## src/rtl/strobed_ram_pkg.sv

```systemverilog
package strobed_ram_pkg;

  // Read output phase derived from the consecutive-read count.
  typedef enum logic [1:0] {
    RD_IDLE  = 2'd0,
    RD_BLANK = 2'd1,
    RD_LOW   = 2'd2,
    RD_DATA  = 2'd3
  } rd_phase_e;

  // Decoded access kind for one sampled cycle.
  typedef struct packed {
    logic rd;
    logic wr;
  } access_t;

endpackage

```

## src/rtl/strobe_qual.sv

```systemverilog
module strobe_qual
  import strobed_ram_pkg::*;
(
  input  logic    strobe,
  input  logic    ce_a,
  input  logic    ce_b,
  input  logic    rd_nwr,
  output access_t acc
);

  logic hit;

  always_comb begin
    hit    = strobe & ce_a & ce_b;
    acc.rd = hit & rd_nwr;
    acc.wr = hit & ~rd_nwr;
  end

endmodule

```

## src/rtl/bit_store.sv

```systemverilog
module bit_store #(
  parameter int ADDR_W = 6
) (
  input  logic              clk,
  input  logic              wr_en,
  input  logic [ADDR_W-1:0] wr_addr,
  input  logic              wr_bit,
  input  logic [ADDR_W-1:0] rd_addr,
  output logic              rd_bit
);

  localparam int DEPTH = 1 << ADDR_W;

  logic [DEPTH-1:0] cells;

  always_ff @(posedge clk) begin
    if (wr_en) cells[wr_addr] <= wr_bit;
  end

  assign rd_bit = cells[rd_addr];

endmodule

```

## src/rtl/wr_hold.sv

```systemverilog
module wr_hold #(
  parameter int ADDR_W = 6
) (
  input  logic              clk,
  input  logic              rst_n,
  input  logic              swrite,
  input  logic [ADDR_W-1:0] addr,
  input  logic              din,
  output logic              commit,
  output logic [ADDR_W-1:0] c_addr,
  output logic              c_bit
);

  logic              pend_q;
  logic [ADDR_W-1:0] pend_addr_q;
  logic              pend_bit_q;
  logic              continues;

  always_comb begin
    continues = swrite && (addr == pend_addr_q);
    commit    = pend_q && !continues;
    c_addr    = pend_addr_q;
    c_bit     = pend_bit_q;
  end

  always_ff @(posedge clk) begin
    if (!rst_n) begin
      pend_q      <= 1'b0;
      pend_addr_q <= '0;
      pend_bit_q  <= 1'b0;
    end else begin
      pend_q <= swrite;
      if (swrite) begin
        pend_addr_q <= addr;
        pend_bit_q  <= din;
      end
    end
  end


  commit_after_write_chk: assert property (@(posedge clk) disable iff (!rst_n)
    $fell(pend_q) |-> $past(commit));


  hop_commits_old_chk: assert property (@(posedge clk) disable iff (!rst_n)
    (pend_q && swrite && addr != pend_addr_q) |-> commit);

endmodule

```

## src/rtl/rd_timer.sv

```systemverilog
module rd_timer
  import strobed_ram_pkg::*;
#(
  parameter int ADDR_W   = 6,
  parameter int READ_LAT = 4
) (
  input  logic              clk,
  input  logic              rst_n,
  input  logic              sread,
  input  logic [ADDR_W-1:0] addr,
  input  logic              rbit,
  output logic              dout,
  output logic              dout_oe
);

  localparam int CNT_W = $clog2(READ_LAT + 1);
  localparam logic [CNT_W-1:0] LAT_C = CNT_W'(READ_LAT);
  localparam logic [CNT_W-1:0] ONE_C = CNT_W'(1);

  logic [CNT_W-1:0]  cnt_q, cnt_d;
  logic [ADDR_W-1:0] addr_q;
  logic              rd_act_q;
  logic              same;
  rd_phase_e         phase_d;

  always_comb begin
    same = rd_act_q && (addr == addr_q);
    if (!sread)              cnt_d = '0;
    else if (!same)          cnt_d = ONE_C;
    else if (cnt_q == LAT_C) cnt_d = LAT_C;
    else                     cnt_d = cnt_q + ONE_C;

    if (cnt_d == '0)         phase_d = RD_IDLE;
    else if (cnt_d == ONE_C) phase_d = RD_BLANK;
    else if (cnt_d == LAT_C) phase_d = RD_DATA;
    else                     phase_d = RD_LOW;
  end

  always_ff @(posedge clk) begin
    if (!rst_n) begin
      cnt_q    <= '0;
      addr_q   <= '0;
      rd_act_q <= 1'b0;
      dout_oe  <= 1'b0;
      dout     <= 1'b0;
    end else begin
      cnt_q    <= cnt_d;
      addr_q   <= addr;
      rd_act_q <= sread;
      dout_oe  <= (phase_d == RD_LOW) || (phase_d == RD_DATA);
      dout     <= (phase_d == RD_DATA) && rbit;
    end
  end


  first_read_blank_chk: assert property (@(posedge clk) disable iff (!rst_n)
    (sread && !same) |=> !dout_oe);


  low_phase_zero_chk: assert property (@(posedge clk) disable iff (!rst_n)
    (dout_oe && cnt_q != LAT_C) |-> !dout);


  data_track_chk: assert property (@(posedge clk) disable iff (!rst_n)
    (sread && same && cnt_q == LAT_C) |=> (dout_oe && dout == $past(rbit)));

endmodule

```

## src/rtl/strobed_bit_ram.sv

```systemverilog
module strobed_bit_ram
  import strobed_ram_pkg::*;
#(
  parameter int ADDR_W   = 6,
  parameter int READ_LAT = 4
) (
  input  logic              clk,
  input  logic              rst_n,
  input  logic [ADDR_W-1:0] addr,
  input  logic              strobe,
  input  logic              ce_a,
  input  logic              ce_b,
  input  logic              rd_nwr,
  input  logic              din,
  output logic              dout,
  output logic              dout_oe
);

  access_t           acc;
  logic              commit;
  logic [ADDR_W-1:0] c_addr;
  logic              c_bit;
  logic              rbit;

  strobe_qual u_qual (
    .strobe (strobe),
    .ce_a   (ce_a),
    .ce_b   (ce_b),
    .rd_nwr (rd_nwr),
    .acc    (acc)
  );

  wr_hold #(.ADDR_W(ADDR_W)) u_wr (
    .clk    (clk),
    .rst_n  (rst_n),
    .swrite (acc.wr),
    .addr   (addr),
    .din    (din),
    .commit (commit),
    .c_addr (c_addr),
    .c_bit  (c_bit)
  );

  bit_store #(.ADDR_W(ADDR_W)) u_store (
    .clk     (clk),
    .wr_en   (commit),
    .wr_addr (c_addr),
    .wr_bit  (c_bit),
    .rd_addr (addr),
    .rd_bit  (rbit)
  );

  rd_timer #(.ADDR_W(ADDR_W), .READ_LAT(READ_LAT)) u_rd (
    .clk     (clk),
    .rst_n   (rst_n),
    .sread   (acc.rd),
    .addr    (addr),
    .rbit    (rbit),
    .dout    (dout),
    .dout_oe (dout_oe)
  );


  unqualified_off_chk: assert property (@(posedge clk) disable iff (!rst_n)
    !(strobe && ce_a && ce_b) |=> !dout_oe);


  write_off_chk: assert property (@(posedge clk) disable iff (!rst_n)
    (strobe && ce_a && ce_b && !rd_nwr) |=> !dout_oe);


  dout_zero_when_off_chk: assert property (@(posedge clk) disable iff (!rst_n)
    !dout_oe |-> !dout);

endmodule

```

## config.mk

```make
export PLATFORM = sky130hd
export DESIGN_NAME = strobed_bit_ram
export DESIGN_NICKNAME = d
export VERILOG_FILES = /design/src/rtl/strobed_ram_pkg.sv /design/src/rtl/strobe_qual.sv /design/src/rtl/bit_store.sv /design/src/rtl/wr_hold.sv /design/src/rtl/rd_timer.sv /design/src/rtl/strobed_bit_ram.sv
export SDC_FILE = /design/constraint.sdc
export NUM_CORES = 1
export LEC_CHECK = 0
export BUFFER_PORTS_ARGS = -buffer_cell sky130_fd_sc_hd__buf_2
export CORE_MARGIN = 5
export CORE_UTILIZATION = 40
export DETAILED_ROUTE_END_ITERATION = 8
export SETUP_SLACK_MARGIN = 0.3
export SYNTH_ARGS = -nofsm -noshare
export SYNTH_HDL_FRONTEND = slang
export SYNTH_SLANG_ARGS = --single-unit
```

## constraint.sdc

```tcl
create_clock -name clk -period 2.3 [get_ports clk]
set_input_delay 0.345 -clock clk [delete_from_list [all_inputs] [get_ports clk]]
set_output_delay 0.345 -clock clk [all_outputs]
set_load 0.02 [all_outputs]
```

==> results of run 1 <==
-- layout make-up --
| cell class | instances | area (µm²) |
|---|---|---|
| Clock buffer | 11 | 131.4 |
| Clock inverter | 5 | 61.31 |
| Fill cell | 849 | 5029 |
| Inverter | 7 | 26.28 |
| Multi-Input combinational cell | 188 | 1354 |
| Sequential cell | 84 | 2325 |
| Tap cell | 129 | 161.4 |
| Timing Repair Buffer | 25 | 152.6 |
-- layer usage --
metal,vias to the layer above,share of wire
met5,-,0
met4,0,0.011
met3,6,0.041
met2,45,0.48
met1,1152,0.46
li1,1091,-
-- worst paths after layout --
path,end,startpoint,cells past startpoint
max,u_store.cells[10],u_wr.c_addr[0],6
min,u_wr.c_bit,din,3
max reg2reg,u_store.cells[10],u_wr.c_addr[0],6
min reg2reg,u_wr.c_addr[2],u_wr.c_addr[2],2
-- cell usage after synthesis (all sizes together) --
master   instances
nor2            74
edfxtp          64
nand2           23
dfxtp           20
mux4            15
buf             13
and2             9
a21boi           7
inv              7
xnor2            6
xor2             6
mux2i            5
nand3            5
a211oi           3
nand3b           3
nand4            3
nor2b            3
nor3             3
nor4             3
or2              3
a21oi            2
clkbuf           2
ha               2
o221ai           2
or3b             2
a2111oi          1
a211o            1
a311o            1
a311oi           1
nand2b           1
nand4b           1
nor3b            1
o21a             1
or3              1
-- power by group through the flow --
stage | clock network [mW] | logic, mW | registers, mW
finish | 1.06 | 0.143 | 1.63
CTS | 1.08 | 0.144 | 1.63
detailed placement | 0 | 0.144 | 1.66
global route | 1.14 | 0.158 | 1.63
floorplan | 0 | 0.0998 | 1.67
global placement | 0 | 0.143 | 1.66
-- repair_timing --
item,CTS,global route
gates resized for setup,0,3
endpoints found under the hold margin,0,0
cloned,0,0
endpoints found under the setup margin,4,57
-- worst max-delay path: stages (launching register included) --
cell      delay (ps)
dfxtp_1          440
xor2_1           160
nor3_1            60
buf_4            160
a211oi_4         360
nand2_2          270
nor2_1           190
-- per-stage QoR --
stage | setup WS [ps] | std cells | area (µm²)
after CTS | 283.4 | 449 | 4202
after global routing | 276.2 | 449 | 4212
after global placement | 176.4 | 433 | 4009
final | 381.8 | 449 | 4212
after detailed placement | 143.2 | 433 | 4009
after floorplan | 497.8 | 294 | 3789
-- kinds of logic (layout without fill, tap and decap cells) --
family / Yosys count / count (layout) / synth area share
and+or+nand+nor: 135 / 135 / 0.1694
DFF: 84 / 84 / 0.6129
buffers and inverters: 22 / 48 / 0.03170
muxes: 20 / 20 / 0.1063
AOI/OAI and AO/OA: 19 / 19 / 0.04525
xor gates and xnor gates: 12 / 12 / 0.02774
adders and majority gates: 2 / 2 / 0.006604
-- sequential cells by signal, indices dropped and copies added, names as in the netlist --
| register | flops |
|---|---|
| u_rd.cnt_q | 3 |
| u_rd.dout | 1 |
| u_store.cells | 64 |
| u_rd.rd_act_q | 1 |
| u_wr.pend_q | 1 |
| u_wr.c_bit | 1 |
| u_rd.addr_q | 6 |
| u_wr.c_addr | 6 |
| u_rd.dout_oe | 1 |
-- cell usage in the layout (no fill, tap or decap), types with 4 or more instances in the layout --
cell type  count
and2_1         9
mux4_1         4
mux4_2        11
buf_2         14
clkbuf_8       9
mux2i_1        5
nand2_1       17
a21boi_0       7
nor2_1        74
inv_1          7
nand2_2        6
buf_4         11
edfxtp_1      64
xnor2_1        6
xor2_1         6
dfxtp_1       18
==> results.md, run 1 <==
* Status: finished clean
* Slew Limit Fails at 0
* Detailed Route WL at 7844 µm
* Cts hold-fix bufs at 0
* Total GRT Usage at 0.1482
* Routed length per instance at 17.47 µm
* Final Core Density at 0.4558
* Layout cells sized above 1 at 0.2156
* Sink Count at 84
* P_sw at 0.6400 mW
* Ranking of synthesized cells by area: edfxtp_1 (51%), dfxtp_1 (11%), nor2_1 (7.3%)
* Worst clock skew at 7.493 ps
* HPWL after DPL at 5029 µm
* Maxcap violations at 0
* Warnings, synthesis at 0
* Vias/cell at 5.109
* Antenna viol nets, final at 0
* Startpoint types: register
* Leakage at 1.224 nW
* Largest net degree at the start of global routing at 66
* Crit end category: register
* Synthesized area per cell at 12.89 µm²
* WS Path Type: register to register
* Drt initial violations at 116
* GRT overflow at 0
* Final worst path period need at 1918 ps
* Met2 Track Usage GR at 0.2422
* Top Usage Layer GRT: met2
* # DRC at 0
* First drt pass iteration count at 6
* Syn nets at 309
* Post-Syn Instances at 294
* Antenna cells at 0
* Worst-path fanout max at 8
* Yosys top cell by area: edfxtp_1
* Initial antenna violation count at 0
* Clk buf depth at 2
* Post-CTS Setup Bufs at 0
* Num CTS Buffers at 9
* Worst EP arrival at 1990 ps
* Tcrit/Tclk final at 0.8340
* WP data required at 2370 ps
* Combinational share of power at 0.050
* Max_slew headroom at 0.6175
* WHS at 246.4 ps
* First-pass GRT wire length at 12700 µm
* Clock transition at path regs at 80 ps
* Worst Hold Class: primary input to register
* Clock share of power at 0.374
* Starting density of the core at 0.4100
* RSZ-0062 raised after global routing: true
* Final setup vio count at 0
* Vias in the first global route at 2362
* Core Area at 0.009240 mm²
* Power per cell area at 672.6 mW/mm²
* IO Port Bufs at 14
* Routability-driven placement congestion ratio at 0.7421
* Internal at 2.193 mW
* Cell area after synthesis at 0.003789 mm²
* Yosys cell types at 42
* I/O pins at 15
* Flops & latches, synth at 84
* Synth top area share at 0.5073
* Row count at 35
* CTS tree: yes
* Maximum clock rate at 521.3 MHz
* Routed vias at 2294
* Root buffer cell: clkbuf_8
* Setup TNS at 0 ps
* Peak VDD IR at 367.2 µV
* Die ar. at 0.01152 mm²
* Layout net count at 330
* Global-route met1 utilization at 0.1930
* Seq/Total Area, Yosys at 0.6129
* Total power at 2.833 mW
* Routing usage on met3 at 0.04439
* Synth-to-layout area growth at 11.16%
* Clock Latency Late Sink at 360 ps
* Die height at 107.3 µm
* Reg2reg setup slack at 380 ps
* Least-Margin Pin Slew at 573.7 ps
* DIE WIDTH at 107.3 µm
* H-tree levels at 3
* Flop pwr share at 0.576
* Switching part of the total at 0.2259
* Final Hold Viols at 0
Note: power is estimated with default switching activity, not from simulation.
==> run 2: changes to the inputs <==
clock period = 1.8 ns   (was 2.3 ns; I/O delays follow)
==> results.md, run 2 (synthesized netlist as in run 1, its figures left out) <==
* Final setup vio count at 0 (unchanged)
* Starting density of the core at 0.4100 (unchanged)
* Slew Limit Fails at 0 (unchanged)
* Cts hold-fix bufs at 0 (unchanged)
* Clk buf depth at 2 (unchanged)
* Root buffer cell: clkbuf_8
* CP top delay family: flip-flops
* Vias in the first global route at 2556 (+8.2%)
* Reg2reg setup slack at 50 ps (-330 ps)
* P_sw at 0.8594 mW (+34%)
* Die height at 107.3 µm (unchanged)
* WS Path Type: register to register
* Commonest non-fill, non-tap cell in the layout: edfxtp_1
* HPWL after DPL at 5526 µm (+9.9%)
* Combinational share of power at 0.063 (+0.013)
* Die ar. at 0.01152 mm² (unchanged)
* Tcrit/Tclk final at 0.9704 (+0.1364)
* First drt pass iteration count at 4 (-2)
* Layout cells sized above 1 at 0.4162 (+0.2005)
* Total GRT Usage at 0.1621 (+0.01385)
* Antenna viol nets, final at 0 (unchanged)
* Worst EP arrival at 1830 ps (-160 ps)
* FF-to-FF Start: u_wr.c_addr[5]
* CP Cell Sequence: xor2_4 -> nor4_4 -> a211oi_4 -> buf_6 -> nand2_8 -> nor2_2
* Multi-input gate area at 0.001720 mm² (+27%)
* Commonest non-fill, non-tap cells in the layout: edfxtp_1 (64), nor2_1 (35), nor2_4 (27)
* Max_slew headroom at 0.5778 (-0.03971)
* Row count at 35 (unchanged)
* Routed length per instance at 18.10 µm (+3.6%)
* Storage cell area at 0.002332 mm² (+0.32%)
* Worst-path fanout max at 8 (unchanged)
* Sink Count at 84 (unchanged)
* Vias/cell at 5.073 (-0.70%)
* Top reg by flops: u_store.cells
* Startpoint types: register
* IO Port Bufs at 14 (unchanged)
* Routability-driven placement congestion ratio at 0.7769 (+4.7%)
* Worst clock skew at 15.00 ps (+7.512 ps)
* GRT overflow at 0 (unchanged)
* Core Area at 0.009240 mm² (unchanged)
* Routed vias at 2349 (+2.4%)
* Maximum clock rate at 572.5 MHz (+9.8%)
* Hold_sp: din
* CP Buf/Inv Count at 1 (unchanged)
* Worst Hold Class: primary input to register
* Initial antenna violation count at 0 (unchanged)
* RSZ-0062 raised after global routing: true
* Least-Margin Pin Slew at 631.4 ps (+57.65 ps)
* Clock Latency Late Sink at 370 ps (about the same)
* H-tree levels at 3 (unchanged)
* Critical path startpoint: u_wr.c_addr[5]
* Flop pwr share at 0.565 (-0.011)
* Setup TNS at 0 ps (unchanged)
* Crit end category: register
* Drt initial violations at 109 (-6.0%)
* CTS tree: yes
* Fillcell total at 800 (-5.8%)
* Final worst path period need at 1747 ps (-171.5 ps)
* Clock transition at path regs at 90 ps (about the same)
* Synth-to-layout area growth at 24.80%
* Clock share of power at 0.372 (-0.002)
* Status: finished clean
* Max FFs per register at 64 (unchanged)
* Maxcap violations at 0 (unchanged)
* Peak VDD IR at 471.0 µV (+28%)
* I/O pins at 15 (unchanged)
* WHS at 164.9 ps (-81.49 ps)
* DIE WIDTH at 107.3 µm (unchanged)
* # DRC at 0 (unchanged)
* Num CTS Buffers at 9 (unchanged)
* Leakage at 1.373 nW (+12%)
* Final Hold Viols at 0 (unchanged)
* Switching part of the total at 0.2332 (+0.007301)
* Antenna cells at 0 (unchanged)
* Internal at 2.825 mW (+29%)
* Power per cell area at 779.3 mW/mm² (+16%)
* Max stage delay on crit path at 380 ps (-60 ps)
* WP data required at 1890 ps (-480 ps)
* Layout net count at 344 (+4.2%)
* Detailed Route WL at 8379 µm (+6.8%)
* First-pass GRT wire length at 13800 µm (+8.6%)
* Largest net degree at the start of global routing at 66 (unchanged)
* CP max stage cell: dfxtp_4
==> run 2: changes by cell type in the layout (fill, tap and decap cells not counted), moves of 5 or more <==
cell,delta
nor2_4,+27
xor2_2,+5
nor2_1,-39
xor2_1,-6
nand2_2,-5
buf_4,+10
nor2_2,+12
==> run 2: final timing paths <==
kind / end / cells past startpoint
setup / recovery: u_store.cells[4] / 6
hold / removal: u_wr.c_bit / 3
setup reg to reg: u_store.cells[4] / 6
hold reg to reg: u_rd.cnt_q[0] / 3
==> run 2: area by class of cell <==
| type | instances | area share |
|---|---|---|
| tap | 129 | 0.03414 |
| timing repair buffer | 39 | 0.06139 |
| sequential | 84 | 0.4933 |
| multi-input combinational | 188 | 0.3639 |
| clock buffer | 9 | 0.02620 |
| clock inverter | 7 | 0.01561 |
| inverter | 7 | 0.005557 |
==> run 2: worst register-to-register path, delay by kind of cell, from the launching register on <==
family	cells	cell delay, ps
buffers and inverters	1	210
XOR/XNOR	1	190
AO/OA/AOI/OAI	1	310
AND/OR/NAND/NOR	3	390
flip-flops	1	380
==> run 2: power groups by stage <==
stage                     combinational (mW)  clock, mW  sequential, mW
after floorplan                        0.136          0            2.13
after global placement                 0.209          0            2.13
after detailed placement               0.212          0            2.13
after CTS                              0.230       1.39            2.08
after global routing                   0.255       1.47            2.08
final                                  0.234       1.37            2.08
==> run 2: what timing repair did <==
action | in CTS | in global routing
pin swaps | 15 | 7
cloned | 0 | 0
gates resized for setup | 86 | 14
endpoints found under the setup margin | 65 | 65
buffers inserted | 1 | 0
==> run 2: layer usage <==
layer | GRT usage | routed length (µm)
met1 | 0.2125 | 3723
met2 | 0.2569 | 4020
met3 | 0.04019 | 393
met4 | 0.06758 | 241
met5 | 0 | 0
==> run 2: metrics by stage <==
step	util	setup slack, ps	area (µm²)	cells	total power [mW]
global route	0.5117	-16.32	4728	463	3.806
global placement	0.4469	-190.5	4129	446	2.334
CTS	0.5066	70.85	4681	463	3.699
finish	0.5117	53.33	4728	463	3.685
detailed placement	0.4469	-240.2	4129	446	2.337
floorplan	-	76.14	3815	294	2.266
==> run 3: changes to the inputs <==
RECOVER_POWER = 50   (was unset)
clock period = 2.2 ns   (was 1.8 ns; I/O delays follow)
==> results.md, run 3 (synthesized netlist as in run 1, its figures left out) <==
* Worst clock skew at 8.966 ps (-6.039 ps)
* Internal at 2.269 mW (-20%)
* WHS at 212.6 ps (+47.72 ps)
* Routed vias at 2331 (-0.77%)
* Final setup vio count at 0 (unchanged)
* Setup TNS at 0 ps (unchanged)
* Met3 wire length at 332 µm (-16%)
* Layout cells sized above 1 at 0.2092 (-0.2069)
* WS Path Type: primary input to register
* Starting density of the core at 0.4100 (unchanged)
* Flop pwr share at 0.585 (+0.020)
* Antenna cells at 0 (unchanged)
* Reg2reg setup slack at 380 ps (+330 ps)
* Antenna viol nets, final at 0 (unchanged)
* Clock Latency Late Sink at 360 ps (about the same)
* Maximum clock rate at 541.4 MHz
* Routability-driven placement congestion ratio at 0.8143 (+4.8%)
* Root buffer cell: clkbuf_8
* Hold endpoint: u_wr.c_bit
* H-tree levels at 3 (unchanged)
* Max Used Layer: met4
* Slew Limit Fails at 0 (unchanged)
* Combinational share of power at 0.054 (-0.009)
* Sink Count at 84 (unchanged)
* IO Port Bufs at 14 (unchanged)
* P_sw at 0.6408 mW (-25%)
* Crit end category: register
* Row count at 35 (unchanged)
* Status: finished clean
* Max stage delay on crit path at 500 ps (+120 ps)
* Worst Hold Class: primary input to register
* Worst-path fanout max at 7 (-1)
* I/O pins at 15 (unchanged)
* CP top delay family: buffers and inverters
* Total GRT Usage at 0.1489 (-0.01317)
* Worst r2r path cells at 6 (unchanged)
* Detailed Route WL at 7954 µm (-5.1%)
* Post-place setup slack at 115.7 ps (+355.8 ps)
* FF-to-FF Start: u_wr.c_addr[0]
* Clk buf depth at 2 (unchanged)
* HPWL after DPL at 5229 µm (-5.4%)
* Tcrit/Tclk final at 0.8396
* Final Hold Viols at 0 (unchanged)
* Leakage at 1.261 nW (-8.2%)
* Largest net degree at the start of global routing at 66 (unchanged)
* First drt pass iteration count at 4 (unchanged)
* Cts hold-fix bufs at 0 (unchanged)
* Maxcap violations at 0 (unchanged)
* # DRC at 0 (unchanged)
* CTS tree: yes
* Vias in the first global route at 2312 (-9.5%)
* Initial antenna violation count at 0 (unchanged)
* Synth-to-layout area growth at 12.38%
* CP Buf/Inv Count at 2 (+1)
* Vias/cell at 5.134 (+1.2%)
* Commonest non-fill, non-tap cell in the layout: nor2_1
* RSZ-0062 raised after global routing: true
* Final WS setup at 352.9 ps (+299.6 ps)
* Met1 WL at 3544 µm (-4.8%)
* Startpoint types: primary input
* Layout net count at 337 (-2.0%)
* Switching part of the total at 0.2202 (-0.01301)
* Power per cell area at 683.4 mW/mm² (-12%)
* WP data required at 2440 ps (+550 ps)
* CP Cell Sequence: clkbuf_1 -> buf_4 -> mux4_2 -> nor2_1 -> nor3_1 -> nor4_1 -> a311oi_1
* Total power at 2.910 mW (-21%)
* Hold Path Depth at 3 (unchanged)
* Hold_sp: din
* Max FFs per register at 64 (unchanged)
* CP max stage cell: mux4_2
* Reg-to-reg endpoint: u_store.cells[47]
* Routed length per instance at 17.52 µm (-3.2%)
* Max_slew headroom at 0.2638 (-0.3141)
* Worst EP arrival at 2080 ps (+250 ps)
* Commonest non-fill, non-tap cells in the layout: nor2_1 (74), edfxtp_1 (64), dfxtp_1 (20)
* Least-Margin Pin Slew at 1104 ps (+473.0 ps)
* Clock share of power at 0.361 (-0.011)
* Top reg by flops: u_store.cells
* DIE WIDTH at 107.3 µm (unchanged)
* Peak VDD IR at 359.5 µV (-24%)
* Die ar. at 0.01152 mm² (unchanged)
* Die height at 107.3 µm (unchanged)
* Wire length on met2 at 3889 µm (-3.3%)
* Clock transition at path regs at 80 ps (about the same)
* Final worst path period need at 1847 ps
* GRT overflow at 0 (unchanged)
* Num CTS Buffers at 9 (unchanged)
* Core Area at 0.009240 mm² (unchanged)
* First-pass GRT wire length at 12740 µm (-7.7%)
* Drt initial violations at 119 (+9.2%)
==> run 3: cell count changes in the layout (fill, tap and decap cells not counted), moves of 5 or more <==
cell / previous run / this run
nor2_1: 35 / 74
nor2_4: 27 / 0
nor2_2: 12 / 0
buf_4: 21 / 13
clkbuf_1: 0 / 7
dfxtp_1: 14 / 20
xor2_1: 0 / 6
dfxtp_2: 5 / 0
xor2_2: 5 / 0
==> run 3: worst reg2reg max path, stage by stage (launching register included) <==
cell	delay, ps
dfxtp_1	440
xor2_1	210
nor3_2	100
a211oi_4	260
buf_4	180
nand3_4	160
nor2_1	180
==> run 3: how the worst max path moves through the flow <==
stage / cells past startpoint / slack [ps] / start / end
global route: 7 / 250 / addr[1] / u_rd.dout
floorplan: 7 / 410 / addr[0] / u_store.cells[6]
CTS: 5 / 310 / u_wr.c_addr[0] / u_store.cells[47]
finish: 7 / 350 / addr[1] / u_rd.dout
global placement: 6 / 130 / addr[1] / u_store.cells[46]
detailed placement: 6 / 120 / addr[1] / u_store.cells[47]
==> run 3: through the flow <==
stage / instances / cell area, µm² / util
detailed placement: 437 / 4039 / 0.4371
global placement: 437 / 4039 / 0.4371
floorplan: 294 / 3789 / -
finish: 454 / 4258 / 0.4608
global route: 454 / 4258 / 0.4608
CTS: 451 / 4218 / 0.4565
==> run 3: final cells by class <==
| cell class | count | area (µm²) |
|---|---|---|
| clock inverters | 5 | 55.05 |
| flip-flops and latches | 84 | 2322 |
| fillers | 844 | 4982 |
| repair buffers | 32 | 183.9 |
| inverters | 7 | 26.28 |
| clock buffers | 9 | 123.9 |
| multi-input cells | 188 | 1385 |
| well taps | 129 | 161.4 |
==> run 3: power groups by stage <==
stage	Clock (mW)	Sequential (mW)	Combinational [mW]
after floorplan	0	1.74	0.104
after global placement	0	1.74	0.155
after detailed placement	0	1.74	0.157
after CTS	1.06	1.70	0.158
after global routing	1.13	1.70	0.173
final	1.05	1.70	0.157
==> run 3: timing repair <==
item | 4_1_cts | 5_1_grt
gates resized for setup | 0 | 6
setup buffers | 0 | 3
endpoints found under the setup margin | 0 | 32
==> run 3: metal layers <==
layer,vias to the layer above,track usage
li1,1104,-
met1,1157,0.1987
met5,-,0
met4,0,0.05845
met3,19,0.03779
met2,51,0.2332
